**config.mk**
```make
export PLATFORM = sky130hd
export DESIGN_NAME = key_matrix_scanner
export DESIGN_NICKNAME = d
export VERILOG_FILES = /design/src/rtl/key_matrix_scanner.sv
export SDC_FILE = /design/constraint.sdc
export NUM_CORES = 1
export LEC_CHECK = 0
export BUFFER_PORTS_ARGS = -buffer_cell sky130_fd_sc_hd__buf_4
export CORE_UTILIZATION = 35
export CTS_CLUSTER_DIAMETER = 30
export DETAILED_ROUTE_END_ITERATION = 8
export HOLD_SLACK_MARGIN = 0.12
export MAX_ROUTING_LAYER = met4
export SYNTH_ARGS = -nofsm -noshare
export SYNTH_HDL_FRONTEND = slang
export SYNTH_SLANG_ARGS = --single-unit
export TNS_END_PERCENT = 100
```
**constraint.sdc**
```tcl
create_clock -name clk -period 3.8 [get_ports clk]
set_input_delay 0.57 -clock clk [delete_from_list [all_inputs] [get_ports clk]]
set_output_delay 0.57 -clock clk [all_outputs]
set_load 0.05 [all_outputs]
```
**src/rtl/key_matrix_scanner.sv**
```systemverilog
module key_matrix_scanner #(
  parameter int SUB_CYCLES = 4
) (
  input  logic        clk,
  input  logic        rst_n,
  input  logic        scan_en,
  input  logic        slot,
  input  logic        k1,
  input  logic        k2,
  input  logic [1:0]  rd_addr,
  output logic [15:0] src,
  output logic [7:0]  rd_data
);
  localparam int CW = (SUB_CYCLES > 1) ? $clog2(SUB_CYCLES) : 1;
  localparam logic [CW-1:0] CNT_LAST = CW'(SUB_CYCLES - 1);

  logic          half;
  logic          done;
  logic [2:0]    idx;
  logic [CW-1:0] cnt;
  logic [31:0]   work;
  logic [31:0]   work_nx;
  logic [31:0]   keys;

  wire       active = scan_en && slot && !done;
  wire [3:0] sel    = {half, idx};
  wire       sample = active && (cnt == CNT_LAST);

  assign src     = active ? (16'd1 << sel) : 16'd0;
  assign rd_data = keys[{rd_addr, 3'b000} +: 8];

  always_comb begin
    work_nx = work;
    work_nx[{sel, 1'b0} +: 2] = {k2, k1};
  end

  always_ff @(posedge clk or negedge rst_n) begin
    if (!rst_n) begin
      half <= 1'b0;
      done <= 1'b0;
      idx  <= '0;
      cnt  <= '0;
      work <= '0;
      keys <= '0;
    end else if (!scan_en) begin
      half <= 1'b0;
      done <= 1'b0;
      idx  <= '0;
      cnt  <= '0;
    end else if (slot) begin
      if (!done) begin
        if (sample) begin
          cnt  <= '0;
          work <= work_nx;
          if (idx == 3'd7) begin
            done <= 1'b1;
            idx  <= '0;
            half <= ~half;
            if (half) keys <= work_nx;
          end else begin
            idx <= idx + 3'd1;
          end
        end else begin
          cnt <= cnt + 1'b1;
        end
      end
    end else begin
      done <= 1'b0;
      idx  <= '0;
      cnt  <= '0;
      if (!done && (idx != 3'd0 || cnt != '0)) half <= 1'b0;
    end
  end
endmodule

```
==> results.json <==
{
  "synth-warning-count": 0,
  "finalSetupTns_ps": 0,
  "p_int_mw": 1.037,
  "grt_pass1_wl_mm": 15.08,
  "fp.dieW_um": 107.5,
  "holdBufCountCts": 0,
  "synth-async-reset-ratio": 1.000,
  "multi_input_area_um2": 1981,
  "vias": 2921,
  "total_power_mw": 1.342,
  "synth_top_area_frac": 0.4557,
  "result_of_the_run": "completed",
  "worstSkewPairLatency_ps": 350,
  "n_antenna_cell": 0,
  "synthesis.area_um2": 3899,
  "rows": 38,
  "critical_path_arrival_ps": 2320,
  "post_route_cells_drive_above_1_share": 0.2365,
  "grt_max_degree": 72,
  "areaGrowthSynthToFinish_pct": 12.58,
  "r2r_slack_ps": 930,
  "drt_drc_violations_left": 0,
  "crit_required_ps": 3230,
  "ys.flop_type": "sky130_fd_sc_hd__dfrtp_1",
  "nNetsFinal": 421,
  "grt_antenna_before_repair": 0,
  "synth_cells": 382,
  "die-height_um": 107.5,
  "post_synthesis_sequential_area_ratio": 0.4557,
  "met2_wirelength_mm": 4.397,
  "final_hold_viol_count": 0,
  "setup.worst_path.end_class": "primary output",
  "drt-pass1-iter-count": 4,
  "postRouteWirelength_mm": 8.953,
  "numCtsBuffers": 9,
  "finalCritPeriodShare": 0.7618,
  "swShare": 0.2274,
  "reg2reg_depth": 7,
  "routed_via_density": 5.350,
  "drt_iter0_markers": 177,
  "cts.sink_count": 71,
  "path_class": "register to primary output",
  "synth_enable_flop_cells": 0,
  "slew-limit-headroom": 0.3930,
  "fmax_mhz": 345.5,
  "place_hpwl_mm": 6.226,
  "path_clk_slew_ps": 80,
  "clock_power_share": 0.396,
  "floorplan.core_area_um2": 10840,
  "wire_per_inst_um": 16.40,
  "synth-seq-cells": 71,
  "initial_core_util": 0.3596,
  "first_global_vias": 2975,
  "die_area_um2": 11560,
  "grt_setup_unrepaired": "false",
  "timing.max_cap.violations": 0,
  "hold_class": "input port to asynchronous set/reset pin",
  "post_synth.cell_area_avg_um2": 10.21,
  "port-buffer-count": 31,
  "top_signal_layer_used": "met4",
  "boundaryPins": 32,
  "period_minus_slack_ps": 2895,
  "seq_area_um2": 1777,
  "cts_htree_levels": 3,
  "synth.net_count": 400,
  "cts_max_path_buffers": 2,
  "timing.rr.end": "keys[13]$_DFFE_PN0P_",
  "origin_of_the_critical_flop_to_flop_path": "idx[0]$_DFFE_PN0P_",
  "power.ir.vdd_worst_mv": 0.1491,
  "combPwrFrac": 0.037,
  "critical_path.endpoint": "src[7]",
  "cts-root-buf": "sky130_fd_sc_hd__clkbuf_8",
  "cp-start-kind": "register",
  "p_per_area_nw_per_um2": 305.8,
  "ant_nets": 0,
  "cts_tree": "done",
  "post_cts.resized_instances": 0,
  "post_synth_num_cell_types": 45,
  "final_util": 0.4049,
  "finalMaxSlewViolations": 0,
  "met1_length_mm": 4.021,
  "worst_slew_pin_slew_ps": 910.5,
  "leakage_nw": 1.944,
  "grt.overflow.total": 0,
  "setup_viol": 0,
  "synth_largest_area_cell": "sky130_fd_sc_hd__dfrtp_1",
  "detailroute.wirelength.met3_um": 355,
  "cell_types_occupying_the_most_area_after_synthesis": "sky130_fd_sc_hd__dfrtp_1, sky130_fd_sc_hd__mux2_2, sky130_fd_sc_hd__mux4_2",
  "finalClockSkew_ps": 11.18,
  "power.share.sequential": 0.566,
  "critical_path_peak_fanout": 17,
  "final.fill_count": 1092,
  "post-cts-setup-buffers": 0,
  "total_switching_power_uw": 305.1,
  "gp_congestion": 0.7996,
  "worstSetupStartpoint": "idx[0]$_DFFE_PN0P_",
  "track_usage": 0.1763
}
-- power groups by stage --
stage | Combinational (mW) | Clock, mW | Sequential (mW)
after CTS | 0.0519 | 0.555 | 0.760
final | 0.0499 | 0.532 | 0.760
after global routing | 0.0569 | 0.582 | 0.760
after global placement | 0.0502 | 0 | 0.774
after detailed placement | 0.0516 | 0 | 0.774
after floorplan | 0.0224 | 0 | 0.774
-- worst max-delay path: stages (launching register included) --
cell and delay (ps):
sky130_fd_sc_hd__dfrtp_1 720, sky130_fd_sc_hd__ha_1 520, sky130_fd_sc_hd__ha_1 370, sky130_fd_sc_hd__and2_1 170
sky130_fd_sc_hd__buf_4 190
-- cells in the mapped netlist (2+ instances only) --
cell,n
sky130_fd_sc_hd__a21oi_1,12
sky130_fd_sc_hd__a31oi_1,16
sky130_fd_sc_hd__and2_1,9
sky130_fd_sc_hd__and3_1,3
sky130_fd_sc_hd__buf_2,5
sky130_fd_sc_hd__buf_6,2
sky130_fd_sc_hd__clkbuf_1,18
sky130_fd_sc_hd__dfrtp_1,71
sky130_fd_sc_hd__ha_1,10
sky130_fd_sc_hd__inv_1,6
sky130_fd_sc_hd__mux2_1,6
sky130_fd_sc_hd__mux2_2,25
sky130_fd_sc_hd__mux2_4,2
sky130_fd_sc_hd__mux2i_1,9
sky130_fd_sc_hd__mux4_2,8
sky130_fd_sc_hd__nand2_1,35
sky130_fd_sc_hd__nand2b_1,7
sky130_fd_sc_hd__nand3_1,2
sky130_fd_sc_hd__nand3_2,3
sky130_fd_sc_hd__nand3b_1,3
sky130_fd_sc_hd__nand4_1,10
sky130_fd_sc_hd__nand4b_1,2
sky130_fd_sc_hd__nor2_1,46
sky130_fd_sc_hd__nor2b_1,3
sky130_fd_sc_hd__nor3_1,12
sky130_fd_sc_hd__nor3_2,2
sky130_fd_sc_hd__nor3b_1,4
sky130_fd_sc_hd__nor4b_1,2
sky130_fd_sc_hd__o21ai_0,32
sky130_fd_sc_hd__o311ai_1,2
-- sequential cells by signal, summed over array words and instances, names as in the netlist --
name and count:
done 1, half 1, cnt 2, idx 3, work 32, keys 32
-- layer usage --
layer | GRT usage | vias to the layer above
met5 | - | -
met4 | 0.06458 | 0
met3 | 0.03692 | 16
met2 | 0.2908 | 51
met1 | 0.2127 | 1446
li1 | - | 1408
-- worst min path at each step --
stage                              start  slack (ps)  depth (start not counted)              endpoint
finish                             rst_n         340                          1   keys[7]$_DFFE_PN0P_
CTS                                rst_n         380                          1    idx[2]$_DFFE_PN0P_
global route                       rst_n         420                          1   keys[7]$_DFFE_PN0P_
global placement    keys[24]$_DFFE_PN0P_         470                          2  keys[24]$_DFFE_PN0P_
floorplan                          rst_n         270                          0    cnt[0]$_DFFE_PN0P_
detailed placement   keys[1]$_DFFE_PN0P_         480                          2   keys[1]$_DFFE_PN0P_
-- stage by stage --
stage	instances	cell area [um^2]	setup slack, ps	hold slack (ps)
after floorplan	382	3899	999.2	274.4
after global placement	532	4225	1063	468.3
after detailed placement	532	4225	954.1	477.4
after CTS	546	4389	887.0	379.4
after global routing	546	4389	617.7	417.2
final	546	4389	905.3	340.9
-- cells by family after synthesis --
| logic type | synth area share |
|---|---|
| multiplexers | 0.1701 |
| buffers and inverters | 0.03626 |
| adder cells (fa/ha/maj) | 0.03209 |
| flip-flops | 0.4557 |
| AND/OR/NAND/NOR | 0.2105 |
| AO/OA/AOI/OAI | 0.09532 |
-- placed cells by master (no fill, tap or decap), types with 2 or more instances in the layout --
cell type                   n
sky130_fd_sc_hd__and2_1     9
sky130_fd_sc_hd__mux4_2     8
sky130_fd_sc_hd__clkbuf_1   2
sky130_fd_sc_hd__a21oi_1   12
sky130_fd_sc_hd__dfrtp_1   71
sky130_fd_sc_hd__nand2b_1   7
sky130_fd_sc_hd__inv_1      6
sky130_fd_sc_hd__nor4b_1    2
sky130_fd_sc_hd__mux2_2    25
sky130_fd_sc_hd__nor3_2     2
sky130_fd_sc_hd__clkbuf_8  11
sky130_fd_sc_hd__nand2_1   35
sky130_fd_sc_hd__a31oi_1   16
sky130_fd_sc_hd__mux2_4     2
sky130_fd_sc_hd__nor3_1    12
sky130_fd_sc_hd__mux2_1     6
sky130_fd_sc_hd__nor3b_1    4
sky130_fd_sc_hd__ha_1      10
sky130_fd_sc_hd__buf_4     36
sky130_fd_sc_hd__nand3_2    3
sky130_fd_sc_hd__nand3_1    2
sky130_fd_sc_hd__nor2b_1    3
sky130_fd_sc_hd__nand4_1   10
sky130_fd_sc_hd__mux2i_1    9
sky130_fd_sc_hd__nand3b_1   3
sky130_fd_sc_hd__and3_1     3
sky130_fd_sc_hd__nor2_1    46
sky130_fd_sc_hd__nand4b_1   2
sky130_fd_sc_hd__o311ai_1   2
sky130_fd_sc_hd__o21ai_0   32
-- cell type report --
cell class              count  area share
repair buffers             36     0.06157
clock inverters             1    0.001140
multi-input cells         279      0.4513
well taps                 140     0.03991
flip-flops and latches     71      0.4048
clock buffers              13     0.03620
inverters                   6    0.005131
(Power assumes the default switching activity.)
